[src/rtl/div_nr_pkg.sv]
package div_nr_pkg;

  typedef enum logic [1:0] {
    PH_SETUP = 2'd0,
    PH_ITER  = 2'd1,
    PH_CORR  = 2'd2,
    PH_FINAL = 2'd3
  } phase_e;

  // total enabled steps for a divisor width: setup + W iterations + correct + finalize
  function automatic int unsigned total_steps(input int unsigned w);
    return w + 3;
  endfunction

endpackage

[src/rtl/div_nr_prep.sv]
module div_nr_prep #(
  parameter int W = 16
) (
  input  logic [2*W-1:0] n_raw,
  input  logic [W-1:0]   d_raw,
  input  logic           sgn,
  input  logic           lng,
  output logic [2*W-1:0] n_mag,
  output logic [W-1:0]   d_mag,
  output logic           neg_q,
  output logic           neg_r,
  output logic           pre_ovf
);
  logic [2*W-1:0] n_ext;
  logic           n_neg;
  logic           d_neg;

  always_comb begin
    if (lng)
      n_ext = n_raw;
    else if (sgn)
      n_ext = {{W{n_raw[W-1]}}, n_raw[W-1:0]};
    else
      n_ext = {{W{1'b0}}, n_raw[W-1:0]};
    n_neg   = sgn & n_ext[2*W-1];
    d_neg   = sgn & d_raw[W-1];
    n_mag   = n_neg ? (~n_ext + 1'b1) : n_ext;
    d_mag   = d_neg ? (~d_raw + 1'b1) : d_raw;
    neg_q   = n_neg ^ d_neg;
    neg_r   = n_neg;
    // magnitude quotient needs more than W bits when high half >= divisor
    pre_ovf = (d_raw == '0) | (n_mag[2*W-1:W] >= d_mag);
  end
endmodule

[src/rtl/div_nr_step.sv]
module div_nr_step #(
  parameter int W = 16
) (
  input  logic [W+1:0] p_in,
  input  logic [W-1:0] q_in,
  input  logic [W-1:0] d,
  output logic [W+1:0] p_out,
  output logic [W-1:0] q_out
);
  logic [W+1:0] shifted;
  logic [W+1:0] dx;

  always_comb begin
    shifted = {p_in[W:0], q_in[W-1]};
    dx      = {2'b00, d};
    p_out   = p_in[W+1] ? (shifted + dx) : (shifted - dx);
    q_out   = {q_in[W-2:0], ~p_out[W+1]};
  end
endmodule

[src/rtl/div_nr_fix.sv]
module div_nr_fix #(
  parameter int W = 16
) (
  input  logic [W+1:0] p,
  input  logic [W-1:0] qmag,
  input  logic [W-1:0] d,
  input  logic         neg_q,
  input  logic         neg_r,
  input  logic         sgn,
  output logic [W+1:0] p_corr,
  output logic [W-1:0] q_final,
  output logic [W-1:0] r_final,
  output logic         range_ovf
);
  localparam logic [W-1:0] NEG_LIMIT = {1'b1, {(W-1){1'b0}}};
  logic [W-1:0] rmag;

  always_comb begin
    p_corr    = p[W+1] ? (p + {2'b00, d}) : p;
    rmag      = p[W-1:0];
    q_final   = neg_q ? (~qmag + 1'b1) : qmag;
    r_final   = neg_r ? (~rmag + 1'b1) : rmag;
    range_ovf = sgn & (neg_q ? (qmag > NEG_LIMIT) : qmag[W-1]);
  end
endmodule

[src/rtl/div_iter_nr.sv]
module div_iter_nr #(
  parameter int W = 16
) (
  input  logic           clk,
  input  logic           rst,
  input  logic           start,
  input  logic [2*W-1:0] dividend,
  input  logic [W-1:0]   divisor,
  input  logic           signed_mode,
  input  logic           long_mode,
  input  logic           step_en,
  output logic           busy,
  output logic           done,
  output logic [W-1:0]   quotient,
  output logic [W-1:0]   remainder,
  output logic           overflow
);
  import div_nr_pkg::*;

  localparam int STEPS = total_steps(W);
  localparam int CW    = $clog2(STEPS + 1);
  localparam logic [CW-1:0] ITER_LAST = CW'(W);
  localparam logic [CW-1:0] CORR_IDX  = CW'(W + 1);

  logic [2*W-1:0] n_raw;
  logic [W-1:0]   d_raw;
  logic           sgn_r, lng_r;
  logic [W+1:0]   prem;
  logic [W-1:0]   qreg;
  logic [W-1:0]   dmag;
  logic           negq_r, negr_r, ovf_r;
  logic [CW-1:0]  step_cnt;
  phase_e         phase;

  logic [2*W-1:0] n_mag;
  logic [W-1:0]   d_mag;
  logic           neg_q, neg_r, pre_ovf;
  logic [W+1:0]   p_nx, p_corr;
  logic [W-1:0]   q_nx, q_fin, r_fin;
  logic           range_ovf;

  always_comb begin
    if (step_cnt == '0)             phase = PH_SETUP;
    else if (step_cnt <= ITER_LAST) phase = PH_ITER;
    else if (step_cnt == CORR_IDX)  phase = PH_CORR;
    else                            phase = PH_FINAL;
  end

  div_nr_prep #(.W(W)) u_prep (
    .n_raw(n_raw), .d_raw(d_raw), .sgn(sgn_r), .lng(lng_r),
    .n_mag(n_mag), .d_mag(d_mag), .neg_q(neg_q), .neg_r(neg_r), .pre_ovf(pre_ovf)
  );

  div_nr_step #(.W(W)) u_step (
    .p_in(prem), .q_in(qreg), .d(dmag), .p_out(p_nx), .q_out(q_nx)
  );

  div_nr_fix #(.W(W)) u_fix (
    .p(prem), .qmag(qreg), .d(dmag), .neg_q(negq_r), .neg_r(negr_r), .sgn(sgn_r),
    .p_corr(p_corr), .q_final(q_fin), .r_final(r_fin), .range_ovf(range_ovf)
  );

  always_ff @(posedge clk) begin
    if (rst) begin
      n_raw     <= '0;
      d_raw     <= '0;
      sgn_r     <= 1'b0;
      lng_r     <= 1'b0;
      prem      <= '0;
      qreg      <= '0;
      dmag      <= '0;
      negq_r    <= 1'b0;
      negr_r    <= 1'b0;
      ovf_r     <= 1'b0;
      step_cnt  <= '0;
      busy      <= 1'b0;
      done      <= 1'b0;
      quotient  <= '0;
      remainder <= '0;
      overflow  <= 1'b0;
    end else if (start && !busy) begin
      n_raw    <= dividend;
      d_raw    <= divisor;
      sgn_r    <= signed_mode;
      lng_r    <= long_mode;
      step_cnt <= '0;
      busy     <= 1'b1;
      done     <= 1'b0;
    end else if (busy && step_en) begin
      case (phase)
        PH_SETUP: begin
          prem     <= {2'b00, n_mag[2*W-1:W]};
          qreg     <= n_mag[W-1:0];
          dmag     <= d_mag;
          negq_r   <= neg_q;
          negr_r   <= neg_r;
          ovf_r    <= pre_ovf;
          step_cnt <= step_cnt + 1'b1;
        end
        PH_ITER: begin
          prem     <= p_nx;
          qreg     <= q_nx;
          step_cnt <= step_cnt + 1'b1;
        end
        PH_CORR: begin
          prem     <= p_corr;
          step_cnt <= step_cnt + 1'b1;
        end
        default: begin
          quotient  <= q_fin;
          remainder <= r_fin;
          overflow  <= ovf_r | range_ovf;
          step_cnt  <= '0;
          busy      <= 1'b0;
          done      <= 1'b1;
        end
      endcase
    end
  end
endmodule

[config.mk]
export PLATFORM = sky130hd
export DESIGN_NAME = div_iter_nr
export DESIGN_NICKNAME = d
export VERILOG_FILES = /design/src/rtl/div_nr_pkg.sv /design/src/rtl/div_nr_prep.sv /design/src/rtl/div_nr_step.sv /design/src/rtl/div_nr_fix.sv /design/src/rtl/div_iter_nr.sv
export SDC_FILE = /design/constraint.sdc
export NUM_CORES = 1
export LEC_CHECK = 0
export BUFFER_PORTS_ARGS = -buffer_cell sky130_fd_sc_hd__buf_2
export CAP_MARGIN = 10
export CORE_MARGIN = 4
export CORE_UTILIZATION = 45
export CTS_CLUSTER_DIAMETER = 200
export DETAILED_ROUTE_END_ITERATION = 12
export GPL_ROUTABILITY_DRIVEN = 1
export PLACE_DENSITY_LB_ADDON = 0.12
export RECOVER_POWER = 100
export SETUP_SLACK_MARGIN = 0.5
export SKIP_CTS_REPAIR_TIMING = 1
export SLEW_MARGIN = 20
export SYNTH_ARGS = -nofsm -noshare
export SYNTH_HDL_FRONTEND = slang
export SYNTH_SLANG_ARGS = --single-unit
[constraint.sdc]
create_clock -name clk -period 4.73 [get_ports clk]
set_clock_uncertainty 0.1 [all_clocks]
set_input_delay 0.946 -clock clk [delete_from_list [all_inputs] [get_ports clk]]
set_output_delay 0.946 -clock clk [all_outputs]
set_load 0.01 [all_outputs]
Word level (Yosys, flattened, before mapping)
Index checks and enable logic that the tools add are counted.
{"block": "word_totals", "reg_bits": 143, "input_bits": 54, "out_inout_bits": 35, "word_cells": 82}
{"block": "op_classes", "n_addsub": 8, "magnitude_cmp": 3, "eq_ne": 5, "n_mux": 18, "bitwise_logic": 13, "n_reduce_logical": 18}
{"cell": "$mux W32", "n": 3}
{"cell": "$pmux W18 S3", "n": 1}
{"cell": "$add A16 B1 Y16 const B", "n": 3}
{"cell": "$mux W16", "n": 3}
{"cell": "$not A16 Y16", "n": 3}
{"cell": "$add A18 B16 Y18", "n": 2}
{"cell": "$mux W18", "n": 2}
{"cell": "$add A32 B1 Y32 const B", "n": 1}
{"cell": "$not A32 Y32", "n": 1}
{"cell": "$pmux W16 S2", "n": 1}
{"cell": "$sub A18 B16 Y18", "n": 1}
{"cell": "$ge A16 B16 Y1", "n": 1}
{"cell": "$gt A16 B16 Y1 const B", "n": 1}
{"cell": "$logic_not A16 Y1", "n": 1}
{"cell": "$reduce_and A3 Y1", "n": 4}
{"cell": "$add A5 B1 Y5 const B", "n": 1}
{"cell": "$eq A5 B5 Y1 const B", "n": 1}
{"cell": "$le A5 B5 Y1 const B", "n": 1}
{"cell": "$logic_not A5 Y1", "n": 1}
{"cell": "$mux W1", "n": 5}
{"cell": "$mux W5", "n": 1}
{"cell": "$mux W2", "n": 2}
{"cell": "$reduce_and A2 Y1", "n": 2}
{"cell": "$reduce_and A4 Y1", "n": 1}
{"cell": "other kinds (15)", "n": 22}

Depth between registers and ports, before layout
{"block": "depth", "word_depth": 9, "ltp_mapped": 17}

Hierarchy
From an unflattened synthesis, not the netlist that was laid out.
{"block": "unflattened", "cells_unflattened": 1394, "hier_area_um2": 10639.0}
{"mod": "div_iter_nr", "n_inst": 1, "cells_per_inst": 691, "area_each_um2": 5713.0}
{"mod": "div_nr_prep", "n_inst": 1, "cells_per_inst": 253, "area_each_um2": 1730.4}
{"mod": "div_nr_fix", "n_inst": 1, "cells_per_inst": 241, "area_each_um2": 1660.3}
{"mod": "div_nr_step", "n_inst": 1, "cells_per_inst": 209, "area_each_um2": 1535.2}

Worst setup path before layout
Ideal clock, no wire load.
{"block": "synth_timing", "path_type": "reg-to-reg", "startpoint": "register n_raw[2]", "endpoint": "register ovf_r", "setup_time_ns": 0.127, "arrival_ns": 3.112, "t_required_ns": 4.503, "slack_ns": 1.391, "stages_incl_launch_ff": 14, "synth_period_minus_slack_ns": 3.339, "cell_sequence": "dfxtp_1 -> or4_4 -> or3_4 -> or2_4 -> o21ai_0 -> xor2_1 -> ha_1 -> a21oi_1 -> nor2b_1 -> o21ai_0 -> a21oi_1 -> o211ai_1 -> a2111oi_0 -> or3_1"}
{"block": "synth_between", "elab_chain_cells": 7}
{"element": "start: declaration", "line": "div_iter_nr.sv:25", "source": "logic [2*W-1:0] n_raw;"}
{"element": "start signal: assignment", "line": "div_iter_nr.sv:82", "source": "n_raw <= dividend;"}
{"element": "$mux W32", "line": "div_nr_prep.sv:21", "source": "else if (sgn)"}
{"element": "$mux W32 *", "line": "div_nr_prep.sv:19", "source": "if (lng)"}
{"element": "$not A32 Y32 *", "line": "div_nr_prep.sv:27", "source": "n_mag = n_neg ? (~n_ext + 1'b1) : n_ext;"}
{"element": "$add A32 B1 Y32 *", "line": "div_nr_prep.sv:27"}
{"element": "$mux W32 *", "line": "div_nr_prep.sv:27"}
{"element": "$ge A16 B16 Y1 *", "line": "div_nr_prep.sv:32", "source": "pre_ovf = (d_raw == '0) | (n_mag[2*W-1:W] >= d_mag);"}
{"element": "$or A1 B1 Y1 *", "line": "div_nr_prep.sv:32"}
{"element": "end signal: assignment", "line": "div_iter_nr.sv:97", "source": "ovf_r <= pre_ovf;"}
{"element": "end: declaration", "line": "div_iter_nr.sv:31", "source": "logic negq_r, negr_r, ovf_r;"}
Every way passes the cells marked *; elsewhere a longest branch is shown, timed or not.
A chain may end at the register's enable or synchronous reset.

Worst setup path in the final report
{"block": "layout_timing", "startpoint": "register step_cnt[0]", "endpoint": "register prem[5]"}
{"block": "layout_between", "elab_chain_cells": 7, "word_cells_on_any_way": 13, "classes_between": "order compare: 1; eq/ne: 4; mux: 4; reduce/logical: 4"}
{"element": "start: declaration", "line": "div_iter_nr.sv:32", "source": "logic [CW-1:0] step_cnt;"}
{"element": "start signal: assignment", "line": "div_iter_nr.sv:98", "source": "step_cnt <= step_cnt + 1'b1;"}
{"element": "start signal: assignment", "line": "div_iter_nr.sv:103", "source": "step_cnt <= step_cnt + 1'b1;"}
{"element": "start signal: assignment", "line": "div_iter_nr.sv:107", "source": "step_cnt <= step_cnt + 1'b1;"}
{"element": "parallel branches: the longest is 3 deep, another holds $le A5 B5 Y1"}
{"element": "$mux W2 *", "line": "div_iter_nr.sv:43", "source": "if (step_cnt == '0) phase = PH_SETUP;"}
{"element": "$eq A2 B2 Y1, or another cell as far along", "line": "div_iter_nr.sv:90", "source": "case (phase)"}
{"element": "$ne A2 B2 Y1 (no line) or $reduce_bool A3 Y1 (tied branches)"}
{"element": "$reduce_and A4 Y1 (no line)"}
{"element": "end signal: assignment", "line": "div_iter_nr.sv:92", "source": "prem <= {2'b00, n_mag[2*W-1:W]};"}
{"element": "end signal: assignment", "line": "div_iter_nr.sv:101", "source": "prem <= p_nx;"}
{"element": "end signal: assignment", "line": "div_iter_nr.sv:106", "source": "prem <= p_corr;"}
{"element": "end: declaration", "line": "div_iter_nr.sv:28", "source": "logic [W+1:0] prem;"}
Mark *: on every way between the ends.

==> key figures <==
Timing
  – Final min period: 4.145 ns
  – Sum of negative setup slack: 0 ns
  – Fin. Hold Viols: 0
  – Slew HR: -46.50%
  – Final setup fails: 0
  – RSZ-0062 raised after global routing: false
  – Worst Max-Slew Pin Slew: 2.198 ns
  – Fmax: 241.3 MHz
  – Final critical-path share of the clock period: 87.62%
  – Pins Over Slew Limit: 98

Status
  – Failing checks: capacitance limit, slew limit
  – Outcome: complete, but fails checks

Routing
  – DR WL met2: 11570 um
  – Routed wl met3: 1615 um
  – Vias: 8863
  – Initial detailed-routing violation count: 499
  – Wire per inst: 17.38 um
  – DRC Markers: 0
  – Average vias per placed instance: 5.645
  – Highest routed layer: met4
  – Met1 wire length: 13220 um
  – Total Routed Length: 27290 um
  – Pre-antenna DRT Iters: 5
  – Post-route ant nets: 0

Cells and area
  – Synthesis-to-layout area growth: 12.46%
  – Layout Nets: 1404
  – Filler Cells Inserted: 2080
  – Layout Cells excl Fill: 1570
  – Most common cell after layout, fill and taps aside: nand2_1
  – Share of layout cells above drive strength 1: 8.000%
  – Most frequent cells in the layout: nand2_1, a21oi_1, dfxtp_1
  – # diodes: 0

Global route
  – First-pass GRT wire length: 44100 um
  – Initial antenna violation count: 0
  – Total global-route track usage: 22.92%
  – Total grt overflow: 0
  – Largest net degree at the start of global routing: 84
  – Vias in the first global route: 8198

Power
  – Cell area power density: 315.5 mW/mm^2
  – Leakage: 4.160 nW
  – Power consumption: 3.349 mW
  – Worst IR Drop VDD: 226.5 uV

Critical path
  – Startpoint types: flip-flop
  – Crit Path Class: flip-flop to flip-flop
  – Worst Path Required: 4.98 ns
  – Crit path DAT: 4.39 ns
  – Crit Path Max Fanout: 31
  – CP Capture Type: flip-flop

Floorplanning
  – Number of I/O pins: 89
  – Site Rows: 52
  – Die height: 152.8 um
  – Starting density of the core: 46.20%
  – Die W: 152.8 um
  – Core footprint: 0.02043 mm^2
  – Die ar.: 0.02336 mm^2

Clock tree
  – Worst-path clk slew: 0.06 ns
  – Worst-Skew Late Latency: 0.42 ns
  – Clock Sinks: 143
  – CTS root buffer: clkbuf_16
  – H-tree depth: 4
  – CTS tree: yes
  – Maximum clock path buffer count: 2
  – CTS buffer count: 17

Synth
  – Synth warn: 0
  – Cell variety after synth: 66
  – Register area share after synthesis: 30.33%
  – Mapped Cells: 1236
  – Synth Area per Inst: 7.637 um^2
  – Mapped Area: 0.009439 mm^2
  – #FFs+latches synth: 143
  – Post-synth EDFFs: 0
  – Synthesized Nets: 1352
  – Synth async-reset ratio: 0%
  – Top_reg_cell synth: dfxtp_1

Place
  – Dpl cells: 1539
  – Gp weighted congestion: 0.9475
  – Post-DP HPWL: 20650 um
  – Number of I/O port buffers: 88

Job
  – Max_cap viols: 2

Min path
  – HP Class: flip-flop to flip-flop
-- synthesized netlist by cell type (all sizes together), types with 3 or more instances --
| cell | n | area (um^2) |
|---|---|---|
| or2 | 4 | 27.53 |
| a221oi | 6 | 52.55 |
| or4 | 5 | 41.29 |
| nor4 | 8 | 65.06 |
| o21a | 8 | 60.06 |
| xnor2 | 45 | 394.1 |
| and3 | 11 | 68.82 |
| or3 | 11 | 73.82 |
| o211ai | 18 | 135.1 |
| inv | 27 | 101.4 |
| xor2 | 69 | 604.3 |
| nand4 | 8 | 56.30 |
| o21bai | 6 | 45.04 |
| o221ai | 3 | 26.28 |
| a211oi | 45 | 337.8 |
| a21oi | 155 | 775.7 |
| o41ai | 10 | 106.4 |
| nand2b | 10 | 62.56 |
| and2 | 6 | 37.54 |
| buf | 5 | 20.01 |
| o21ai | 49 | 245.2 |
| ha | 60 | 750.7 |
| nand2 | 210 | 788.3 |
| a21o | 19 | 142.6 |
| nor2b | 13 | 81.33 |
| a31oi | 10 | 62.56 |
| nand3 | 10 | 50.05 |
| clkbuf | 61 | 229.0 |
| o31ai | 14 | 105.1 |
| dfxtp | 143 | 2863 |
| nor3 | 30 | 155.1 |
| nor2 | 110 | 412.9 |
| mux2i | 11 | 110.1 |
-- sequential cells by signal, summed over array words and instances, names as in the netlist --
| signal | cells |
|---|---|
| n_raw | 32 |
| negr_r | 1 |
| done | 1 |
| negq_r | 1 |
| lng_r | 1 |
| qreg | 16 |
| remainder | 16 |
| d_raw | 16 |
| ovf_r | 1 |
| quotient | 16 |
| prem | 18 |
| busy | 1 |
| step_cnt | 5 |
| sgn_r | 1 |
| dmag | 16 |
| overflow | 1 |
-- metal layers --
layer / GRT usage (%) / vias up
li1: - / 4480
met3: 4.891 / 59
met5: 0 / -
met1: 32.82 / 4059
met4: 8.528 / 0
met2: 33.91 / 265
-- power breakdown --
group | switching (mW) | internal, mW
Combinational | 0.351 | 0.235
Clock | 0.550 | 0.900
Sequential | 0.0684 | 1.25
-- final timing paths --
kind,from,slack (ns),cells after the start,end
hold reg to reg,quotient[15],0.36,2,quotient[15]
setup reg to reg,step_cnt[0],0.59,10,prem[5]
setup / recovery,step_cnt[0],0.59,10,prem[5]
hold / removal,quotient[15],0.36,2,quotient[15]
-- through the flow --
stage / hold slack, ns / utilization, % / worst slack (ns) / cell area (um^2)
3_5_place_dp: 0.3501 / 49.29 / 0.9474 / 10070
5_1_grt: 0.3763 / 51.96 / 0.3399 / 10620
3_3_place_gp: 0.3477 / 49.29 / 0.9789 / 10070
6_report: 0.3616 / 51.96 / 0.5854 / 10620
2_1_floorplan: 0.3445 / - / 1.391 / 9439
4_1_cts: 0.3576 / 52.36 / 0.9405 / 10700
-- cell families (layout without fill, tap and decap cells) --
family	count (synthesis)	count (layout)	share of synthesized area, %
buffers and inverters	95	159	3.791
XOR/XNOR	114	114	10.58
flip-flops	143	143	30.33
AO/OA/AOI/OAI	367	367	24.70
AND/OR/NAND/NOR	443	443	20.94
multiplexers	12	12	1.286
adder cells (fa/ha/maj)	62	62	8.378
-- worst max-delay path, stage by stage, from the launching register on --
cell	delay (ns)
dfxtp_1	0.43
inv_1	0.07
ha_1	0.22
mux2i_1	0.12
nand2_1	0.12
ha_1	0.15
clkbuf_1	1.05
clkinv_1	0.98
o221ai_1	0.51
o211ai_1	0.14
a21oi_1	0.17
-- area by class of cell --
cell class / count / area (um^2) / share of cell area (%)
well taps: 270 / 337.8 / 3.182
repair buffers: 99 / 457.9 / 4.314
flip-flops and latches: 143 / 2863 / 26.97
multi-input cells: 998 / 6221 / 58.60
inverters: 29 / 108.9 / 1.025
clock buffers: 19 / 442.9 / 4.173
clock inverters: 12 / 183.9 / 1.733
(Power assumes the default switching activity.)
